<file path="config.mk">
export PLATFORM = sky130hd
export DESIGN_NAME = ramfault_wrap
export DESIGN_NICKNAME = d
export VERILOG_FILES = /design/src/rtl/rfw_pkg.sv /design/src/rtl/rfw_ram.sv /design/src/rtl/rfw_ctrl.sv /design/src/rtl/ramfault_wrap.sv
export SDC_FILE = /design/constraint.sdc
export NUM_CORES = 1
export LEC_CHECK = 0
export BUFFER_PORTS_ARGS = -buffer_cell sky130_fd_sc_hd__clkbuf_2
export CAP_MARGIN = 25
export CORE_ASPECT_RATIO = 1.4
export CORE_UTILIZATION = 58
export CTS_BUF_LIST = sky130_fd_sc_hd__clkbuf_4 sky130_fd_sc_hd__clkbuf_8
export DETAILED_ROUTE_END_ITERATION = 10
export GPL_TIMING_DRIVEN = 0
export PLACE_DENSITY = 0.93
export SYNTH_ARGS = -nofsm -noshare
export SYNTH_HDL_FRONTEND = slang
export SYNTH_SLANG_ARGS = --single-unit
</file>
<file path="constraint.sdc">
create_clock -name clk -period 2.5 [get_ports clk]
set_clock_uncertainty 0.15 [all_clocks]
set_input_delay 0.5 -clock clk [delete_from_list [all_inputs] [get_ports clk]]
set_output_delay 0.5 -clock clk [all_outputs]
set_load 0.03 [all_outputs]
</file>
<file path="src/rtl/rfw_pkg.sv">
package rfw_pkg;

    typedef enum logic [2:0] {
        K_NONE  = 3'd0,
        K_STUCK = 3'd1,
        K_TRANS = 3'd2,
        K_IDEM  = 3'd3,
        K_INV   = 3'd4
    } fault_kind_e;

    typedef enum logic {
        ST_PASS   = 1'b0,
        ST_INJECT = 1'b1
    } ctl_state_e;

endpackage

</file>
<file path="src/rtl/rfw_ram.sv">
module rfw_ram #(
    parameter int ADDR_W = 4
) (
    input  logic              clk,
    input  logic              rst_n,
    input  logic              we,
    input  logic              re,
    input  logic [ADDR_W-1:0] addr,
    input  logic              wdata,
    output logic              rdata,
    input  logic [ADDR_W-1:0] peek_a_addr,
    output logic              peek_a,
    input  logic [ADDR_W-1:0] peek_b_addr,
    output logic              peek_b
);
    localparam int DEPTH = 1 << ADDR_W;

    logic [DEPTH-1:0] cells;
    logic             q;

    always_ff @(posedge clk or negedge rst_n) begin
        if (!rst_n) begin
            cells <= '0;
            q     <= 1'b0;
        end else begin
            if (we) begin
                cells[addr] <= wdata;
            end
            if (re) begin
                q <= cells[addr];
            end
        end
    end

    assign rdata  = q;
    assign peek_a = cells[peek_a_addr];
    assign peek_b = cells[peek_b_addr];

    // a write lands in the addressed cell
    a_r1_write_lands: assert property (@(posedge clk) disable iff (!rst_n)
        we |=> cells[$past(addr)] == $past(wdata));

endmodule

</file>
<file path="src/rtl/rfw_ctrl.sv">
module rfw_ctrl
    import rfw_pkg::*;
#(
    parameter int ADDR_W = 4
) (
    input  logic              clk,
    input  logic              rst_n,
    input  logic [2:0]        cfg_kind,
    input  logic [ADDR_W-1:0] cfg_vic,
    input  logic [ADDR_W-1:0] cfg_agg,
    input  logic              cfg_val,
    input  logic              cfg_dir,
    input  logic              req_valid,
    input  logic              req_we,
    input  logic [ADDR_W-1:0] req_addr,
    input  logic              req_wdata,
    output logic              req_ready,
    input  logic              vic_now,
    input  logic              agg_now,
    output logic              mem_we,
    output logic              mem_re,
    output logic [ADDR_W-1:0] mem_addr,
    output logic              mem_wdata,
    output logic              rd_stuck
);
    ctl_state_e state, state_nx;

    logic is_stuck, is_trans, is_idem, is_inv, is_coupled;
    logic hit_vic, hit_agg, take_wr, take_rd, trigger;

    assign is_stuck   = (cfg_kind == K_STUCK);
    assign is_trans   = (cfg_kind == K_TRANS);
    assign is_idem    = (cfg_kind == K_IDEM);
    assign is_inv     = (cfg_kind == K_INV);
    assign is_coupled = is_idem | is_inv;

    assign hit_vic = (req_addr == cfg_vic);
    assign hit_agg = (req_addr == cfg_agg);
    assign take_wr = (state == ST_PASS) && req_valid && req_we;
    assign take_rd = (state == ST_PASS) && req_valid && !req_we;
    assign trigger = take_wr && hit_agg && is_coupled &&
                     (req_wdata != agg_now) && (req_wdata == cfg_dir);

    // state register
    always_ff @(posedge clk or negedge rst_n) begin
        if (!rst_n) begin
            state <= ST_PASS;
        end else begin
            state <= state_nx;
        end
    end

    // next state and outputs
    always_comb begin
        state_nx  = state;
        req_ready = 1'b0;
        mem_we    = 1'b0;
        mem_re    = 1'b0;
        mem_addr  = req_addr;
        mem_wdata = req_wdata;
        rd_stuck  = 1'b0;
        unique case (state)
            ST_PASS: begin
                req_ready = 1'b1;
                mem_we    = take_wr;
                mem_re    = take_rd;
                rd_stuck  = take_rd && is_stuck && hit_vic;
                if (hit_vic && is_stuck) begin
                    mem_wdata = cfg_val;
                end else if (hit_vic && is_trans && (vic_now == cfg_val)) begin
                    mem_wdata = cfg_val;
                end
                if (trigger) begin
                    state_nx = ST_INJECT;
                end
            end
            ST_INJECT: begin
                mem_we    = 1'b1;
                mem_addr  = cfg_vic;
                mem_wdata = is_idem ? cfg_val : ~vic_now;
                state_nx  = ST_PASS;
            end
        endcase
    end

    // the injection cycle never repeats
    a_r8_one_stall: assert property (@(posedge clk) disable iff (!rst_n)
        !req_ready |=> req_ready);

    // configuration held while the injection is under way
    a_r8_cfg_hold: assert property (@(posedge clk) disable iff (!rst_n)
        (state == ST_INJECT) |-> ($stable(cfg_kind) && $stable(cfg_vic) &&
                                  $stable(cfg_val)));

    // idempotent injection leaves the victim at the forced value
    a_r5_forced: assert property (@(posedge clk) disable iff (!rst_n)
        (state == ST_INJECT && is_idem) |=> vic_now == $past(cfg_val));

    // inversion injection flips the victim
    a_r7_flipped: assert property (@(posedge clk) disable iff (!rst_n)
        (state == ST_INJECT && is_inv) |=> vic_now != $past(vic_now));

    // a write to a stuck victim leaves it at the stuck value
    a_r2_stuck_kept: assert property (@(posedge clk) disable iff (!rst_n)
        (take_wr && is_stuck && hit_vic) |=> vic_now == $past(cfg_val));

    // an aggressor write that keeps its value does not stall
    a_r6_no_change_no_stall: assert property (@(posedge clk) disable iff (!rst_n)
        (take_wr && hit_agg && req_wdata == agg_now) |=> req_ready);

endmodule

</file>
<file path="src/rtl/ramfault_wrap.sv">
module ramfault_wrap
    import rfw_pkg::*;
#(
    parameter int ADDR_W = 4
) (
    input  logic              clk,
    input  logic              rst_n,
    input  logic [2:0]        cfg_kind,
    input  logic [ADDR_W-1:0] cfg_vic,
    input  logic [ADDR_W-1:0] cfg_agg,
    input  logic              cfg_val,
    input  logic              cfg_dir,
    input  logic              req_valid,
    input  logic              req_we,
    input  logic [ADDR_W-1:0] req_addr,
    input  logic              req_wdata,
    output logic              req_ready,
    output logic              rd_valid,
    output logic              rd_data
);
    logic              vic_now, agg_now;
    logic              mem_we, mem_re, mem_wdata, mem_q;
    logic [ADDR_W-1:0] mem_addr;
    logic              rd_stuck;
    logic              rd_valid_q, force_q, force_val_q;

    rfw_ctrl #(.ADDR_W(ADDR_W)) u_ctrl (
        .clk       (clk),
        .rst_n     (rst_n),
        .cfg_kind  (cfg_kind),
        .cfg_vic   (cfg_vic),
        .cfg_agg   (cfg_agg),
        .cfg_val   (cfg_val),
        .cfg_dir   (cfg_dir),
        .req_valid (req_valid),
        .req_we    (req_we),
        .req_addr  (req_addr),
        .req_wdata (req_wdata),
        .req_ready (req_ready),
        .vic_now   (vic_now),
        .agg_now   (agg_now),
        .mem_we    (mem_we),
        .mem_re    (mem_re),
        .mem_addr  (mem_addr),
        .mem_wdata (mem_wdata),
        .rd_stuck  (rd_stuck)
    );

    rfw_ram #(.ADDR_W(ADDR_W)) u_ram (
        .clk         (clk),
        .rst_n       (rst_n),
        .we          (mem_we),
        .re          (mem_re),
        .addr        (mem_addr),
        .wdata       (mem_wdata),
        .rdata       (mem_q),
        .peek_a_addr (cfg_vic),
        .peek_a      (vic_now),
        .peek_b_addr (cfg_agg),
        .peek_b      (agg_now)
    );

    always_ff @(posedge clk or negedge rst_n) begin
        if (!rst_n) begin
            rd_valid_q  <= 1'b0;
            force_q     <= 1'b0;
            force_val_q <= 1'b0;
        end else begin
            rd_valid_q  <= mem_re;
            force_q     <= rd_stuck;
            force_val_q <= cfg_val;
        end
    end

    assign rd_valid = rd_valid_q;
    assign rd_data  = force_q ? force_val_q : mem_q;

    // an accepted read yields valid data on the next cycle
    a_r9_read_valid: assert property (@(posedge clk) disable iff (!rst_n)
        (req_valid && req_ready && !req_we) |=> rd_valid);

    // no read data without an accepted read
    a_r9_no_spurious: assert property (@(posedge clk) disable iff (!rst_n)
        !(req_valid && req_ready && !req_we) |=> !rd_valid);

endmodule

</file>
# After elaboration in Yosys (flattened, before gate mapping)
# Cells that the tools add are included.
dict set report word_totals {
  regBits 21
  input_bits 22
  out_inout_bits 3
  word_cells 57
}
dict set report op_classes {
  n_lt_le_gt_ge 4
  eq_ne 9
  muxes 21
  bitwise_logic 3
  reduce_logical 14
}
# cell count
set op_table {}
lappend op_table {{bitwise mux 16 bit} 1}
lappend op_table {{less-than comparator 4 x 5 -> 1 bit (second input constant)} 3}
lappend op_table {{logical AND 1 bit} 13}
lappend op_table {{binary-select mux 1 bit (select 4 bit)} 3}
lappend op_table {{2-to-1 mux 1 bit} 12}
lappend op_table {{== test 4 bit} 2}
lappend op_table {{== test 3 x 2 -> 1 bit (second input constant)} 2}
lappend op_table {{case mux 1 bit (2 select lines)} 3}
lappend op_table {{demux 1 bit (select 4 bit)} 1}
lappend op_table {{>= comparator 4 x 1 -> 1 bit (second input constant)} 1}
lappend op_table {{2-to-1 mux 4 bit} 1}
lappend op_table {{== test 3 x 1 -> 1 bit (second input constant)} 1}
lappend op_table {{== test 3 bit (second input constant)} 1}
lappend op_table {{== test 1 bit} 2}
lappend op_table {{NOT 1 bit} 2}
lappend op_table {{zero test 1 bit} 1}
lappend op_table {{inequality test 1 bit} 1}
lappend op_table {{OR 1 bit} 1}

# Longest topological paths before layout
dict set report logic_depth {
  ltp_word 9
  ltp_mapped 8
}

# Cells and area by module
# From an unflattened synthesis, not the netlist that was laid out.
dict set report unflattened {
  cells_unflattened 124
  hier_area_um2 1522.7
}
# mod n_inst cells_each area_each_um2 seq_area_each_um2
set by_module_without_submodules {}
lappend by_module_without_submodules {rfw_ram 1 79 1119.8 425.4}
lappend by_module_without_submodules {rfw_ctrl 1 41 312.8 25.0}
lappend by_module_without_submodules {ramfault_wrap 1 4 90.1 75.1}

# Worst setup path after synthesis
# OpenSTA, ideal clock, no wires.
dict set report synth_timing {
  path_type {input -> register}
  startpoint {in cfg_vic[1]}
  endpoint {reg u_ram.cells[8]}
  setup_ns 0.155
  arrival_time_ns 2.131
  required_ns 2.195
  setup_slack_ns 0.064
  cell_stages 8
  path_buffers 2
  cell_sequence {buf_6 -> mux4_2 -> mux2_4 -> a22oi_4 -> o211ai_2 -> a2bb2oi_4 -> buf_6 -> a31oi_2}
}
dict set report synth_between {
  elab_chain_len 8
}
# item line
set synth_rtl {}
lappend synth_rtl {{from (decl)} ramfault_wrap.sv:9} ;# input logic [ADDR_W-1:0] cfg_vic,
lappend synth_rtl {{binary-select mux 1 bit (select 4 bit)} rfw_ram.sv:36} ;# assign peek_a = cells[peek_a_addr];
lappend synth_rtl {{2-to-1 mux 1 bit (not written as such)} rfw_ram.sv:36}
lappend synth_rtl {{== test 1 bit} rfw_ctrl.sv:70} ;# end else if (hit_vic && is_trans && (vic_now == cfg_val)) begin
lappend synth_rtl {{logical AND 1 bit} rfw_ctrl.sv:70}
lappend synth_rtl {{2-to-1 mux 1 bit} rfw_ctrl.sv:70}
lappend synth_rtl {{2-to-1 mux 1 bit} rfw_ctrl.sv:68} ;# if (hit_vic && is_stuck) begin
lappend synth_rtl {{case mux 1 bit (2 select lines)} rfw_ctrl.sv:62} ;# unique case (state)
lappend synth_rtl {{bitwise mux 16 bit (*)} rfw_ram.sv:27} ;# cells[addr] <= wdata;
lappend synth_rtl {{to (signal, indexed assignment)} rfw_ram.sv:27}
lappend synth_rtl {{to (decl)} rfw_ram.sv:18} ;# logic [DEPTH-1:0] cells;
# Every way passes the cells marked *; elsewhere a longest branch is shown, timed or not. The select of a mux whose other input is x is not followed.
# A chain may end at the register's enable or synchronous reset.

# Worst setup path in the final report
dict set report layout_timing {
  startpoint {reg u_ram.cells[6]}
  endpoint {reg u_ram.cells[13]}
}
dict set report layout_between {
  elab_chain_len 8
}
# item line
set layout_rtl {}
lappend layout_rtl {{binary-select mux 1 bit (select 4 bit) (*)} rfw_ram.sv:36}
lappend layout_rtl {{2-to-1 mux 1 bit (not written as such) (*)} rfw_ram.sv:36}
lappend layout_rtl {{== test 1 bit} rfw_ctrl.sv:70}
lappend layout_rtl {{logical AND 1 bit} rfw_ctrl.sv:70}
lappend layout_rtl {{2-to-1 mux 1 bit} rfw_ctrl.sv:70}
lappend layout_rtl {{2-to-1 mux 1 bit} rfw_ctrl.sv:68}
lappend layout_rtl {{case mux 1 bit (2 select lines) (*)} rfw_ctrl.sv:62}
lappend layout_rtl {{bitwise mux 16 bit (*)} rfw_ram.sv:27}
# Marks and branches as above.

==> implementation parameters <==
Parameter                              Value

Outcome
  Status ... complete, but fails checks
  Violated checks ... negative hold slack

Global routing
  Total overflow reported by the global router ... 0
  Aggregate global-route resource usage ... just under 30%
  Vias in the first global route ... around 1,300
  Antenna violations before repair ... 0
  First-pass GRT wire length ... between 6000 and 7000 um
  Pin count of the biggest net entering global routing ... 22

STA
  Number of hold-slack violations in the final timing report ... 9
  Final min period ... 2.39 ns
  Share of the cycle needed by the critical path after routing ... roughly 96%
  Fmax achieved ... 0.418 GHz
  Worst relative slew slack ... a little under a third
  Slew Viols, Final ... 0
  Transition time of the tightest slew-check pin ... between 1 and 1.5 ns
  # setup viols final ... 0
  Unrepaired setup endpoints after global routing ... false
  Worst hold margin ... -0.0181 ns

Route
  # DRC ... 0
  Number of nets with antenna violations after detailed routing ... 0
  Via count of the routed design ... between 1,000 and 1,500
  Average wire per cell in the routed design ... about 18 um
  Count of TritonRoute iterations in the first routing pass ... 5
  Final wirelength ... approximately 3700 um
  Number of design-rule violations left by the first detailed-router iteration ... between 80 and 90
  Post-DR vias/cell ... around 6.8

Worst setup path
  Crit path launch type ... flip-flop
  Worst path slowest cell ... sky130_fd_sc_hd__mux4_2
  Setup crit end kind ... flip-flop
  Arrival time of the worst setup path ... roughly 2.4 ns
  Crit Path Class ... flip-flop to flip-flop
  Required time worst endpoint ... 2.51 ns
  Maximum net fanout on the critical path ... 10
  Slowest Stage Delay on Critical Path ... 0.48 ns
  Series of cell instances along the critical path ... mux4_2 > mux2_4 > a22oi_4 > o211ai_2 > a2bb2oi_4 > buf_6 > a31oi_1

Clock network
  Num CTS Buffers ... 3
  TritonCTS sink count ... 21
  H-tree depth reported by CTS ... 1
  Hold Buf Count CTS ... 0
  Clock Tree Buf Depth ... 2
  Clock transition time at the flip-flop clock pins of the worst setup and hold paths ... 0.12 ns
  Clock latency at the later pin of the worst-skew pair ... 0.31 ns
  CTS Root Cell ... sky130_fd_sc_hd__clkbuf_4
  Clock tree from TritonCTS ... built

Final layout
  Commonest cells after routing, fill and taps aside ... sky130_fd_sc_hd__dfrtp_1, sky130_fd_sc_hd__clkbuf_2, sky130_fd_sc_hd__a21oi_1, sky130_fd_sc_hd__a31oi_1, sky130_fd_sc_hd__mux4_2
  Most common cell after layout, fill and taps aside ... sky130_fd_sc_hd__dfrtp_1
  Non-filler cells, final ... 200
  Area grow syn2layout ... 12.7%
  ANT cells ... 0
  Nets@finish ... between 150 and 200
  Post-Route Utilization ... 70.3%
  Fraction of final layout cells sized beyond drive strength 1 ... 30.7%

Power and ir drop
  Reported leakage power ... 0.697 nW
  Total power draw ... about 1.0 mW
  Power density normalized to cell area ... 580 nW/um2
  Worst voltage drop across the vdd grid ... about 0.41 mV

Synth
  Adder-cell share of the synthesized area ... 0%
  Mapped cell area ... 1520 um2
  Post-Synth Simple-Gate Area ... approximately 10%
  Leading register cell type out of synthesis ... sky130_fd_sc_hd__dfrtp_1
  Number of flops mapped to enable cells by yosys ... 0
  Mapped Avg Cell Area ... 11.0 um2
  Largest family of logic cells by synthesized area ... multiplexers
  Total of warnings raised by yosys ... 0
  Complex-gate fraction of the synthesized area ... 22.6%
  Sequential-to-total area share from yosys stat ... between 30% and 40%
  Mux contribution to synthesized area ... roughly a quarter
  Number of nets produced by synthesis ... between 150 and 200
  Cell count after synthesis ... around 140
  Post-synth cell types ... 38
  Number of synthesized register bits ... 21
  Xor and xnor area share after synthesis ... roughly 4.6%
  Async set or reset register ratio after synthesis ... between 90% and 100%

Min path
  Worst hold path class ... input port to async pin

Flow run
  Maxcap violations ... 0

Floorplan
  Initial Utilization ... between 60% and 70%
  Chip height ... about 63 um
  Core ar. ... 2440 um2
  Die span in x ... about 45 um
  Total die area ... roughly 2800 um2
  Row cnt ... 21
  Boundary Pins ... 25

Placed design
  HPWL Detailed ... around 2800 um
  Number of cells after detailed placement ... between 150 and 200
  Count of buffers inserted at the top-level ports ... 19
  Gp weighted congestion ... between 0.8 and 0.9
==> power breakdown <==
| group | switching (mW) | internal [mW] |
|---|---|---|
| sequential | 0.0710 | 0.406 |
| clock | 0.106 | 0.0598 |
| combinational | 0.161 | 0.194 |
==> critical path: cells and delay by family, from the launching register on <==
kind | cells | cell delay, ns
multiplexers | 2 | 0.79
AO/OA/AOI/OAI | 4 | 0.70
buffers and inverters | 1 | 0.18
flip-flops | 1 | 0.43
==> Yosys cell counts (2+ instances only) <==
master	number	share of area, %
sky130_fd_sc_hd__dfrtp_1	21	34
sky130_fd_sc_hd__a21oi_1	17	5.6
sky130_fd_sc_hd__a31oi_1	14	5.7
sky130_fd_sc_hd__mux4_2	11	16
sky130_fd_sc_hd__nor2_1	10	2.5
sky130_fd_sc_hd__xnor2_1	8	4.6
sky130_fd_sc_hd__nand2_1	6	1.5
sky130_fd_sc_hd__clkbuf_1	4	0.98
sky130_fd_sc_hd__inv_1	4	0.98
sky130_fd_sc_hd__mux2i_1	4	2.6
sky130_fd_sc_hd__o32ai_1	4	2.3
sky130_fd_sc_hd__nand2b_1	3	1.2
sky130_fd_sc_hd__a22oi_1	2	0.98
sky130_fd_sc_hd__a31oi_2	2	1.6
sky130_fd_sc_hd__and3_1	2	0.82
sky130_fd_sc_hd__buf_1	2	0.49
sky130_fd_sc_hd__buf_6	2	1.5
sky130_fd_sc_hd__mux2_2	2	1.5
sky130_fd_sc_hd__nand4_1	2	0.82
==> metal layers <==
metal	track usage (%)	vias to the layer above	wire, um
met5	0	-	0
met4	15.5	0	127
met3	4.34	18	310
met2	48.6	121	1940
met1	34.1	631	1290
li1	-	599	-
==> stage by stage <==
step	setup TNS [ns]	hold slack (ns)	area (um2)	worst slack [ns]
global route	0	0.0190	1720	0.0172
global placement	-1.53	0.336	1660	-0.149
CTS	0	0.00748	1690	0.0755
detailed placement	-2.77	0.350	1660	-0.238
floorplan	0	0.0544	1520	0.0645
finish	0	-0.0181	1720	0.110
==> final timing paths <==
check / from / end / slack, ns / cells after the start
max: u_ram.cells[6] / u_ram.cells[13] / 0.11 / 7
min: rst_n / u_ctrl.state / -0.02 / 1
max reg2reg: u_ram.cells[6] / u_ram.cells[13] / 0.11 / 7
min reg2reg: u_ram.rdata / u_ram.rdata / 0.42 / 2
max in group asynchronous: rst_n / u_ram.cells[1] / 1.86 / 1
min in group clk: cfg_val / force_val_q / 0.24 / 1
==> what timing repair did <==
item,4_1_cts,5_1_grt
endpoints found under the hold margin,0,0
setup endpoints to repair,0,11
buffers inserted,0,2
resized for setup,0,1
==> logic make-up after synthesis <==
kind of cell | after synthesis
AND/OR/NAND/NOR | 30
AO/OA/AOI/OAI | 47
multiplexers | 20
XOR/XNOR | 8
flip-flops | 21
buffers and inverters | 13
==> registers in the layout (all words and copies together) (netlist names) <==
| register | cells |
|---|---|
| force_val_q | 1 |
| u_ram.rdata | 1 |
| u_ram.cells | 16 |
| u_ctrl.state | 1 |
| rd_valid | 1 |
| force_q | 1 |
==> final cells by class <==
class                           count  area, um2
Multi-Input combinational cell    105        937
Fill cell                         181        726
Sequential cell                    21        526
Timing Repair Buffer               23        120
Buffer                              9       50.0
Tap cell                           34       42.5
Clock buffer                        3       22.5
Inverter                            4       15.0
Clock inverter                      1       5.00
No activity file was read; power rests on OpenSTA's default activity.
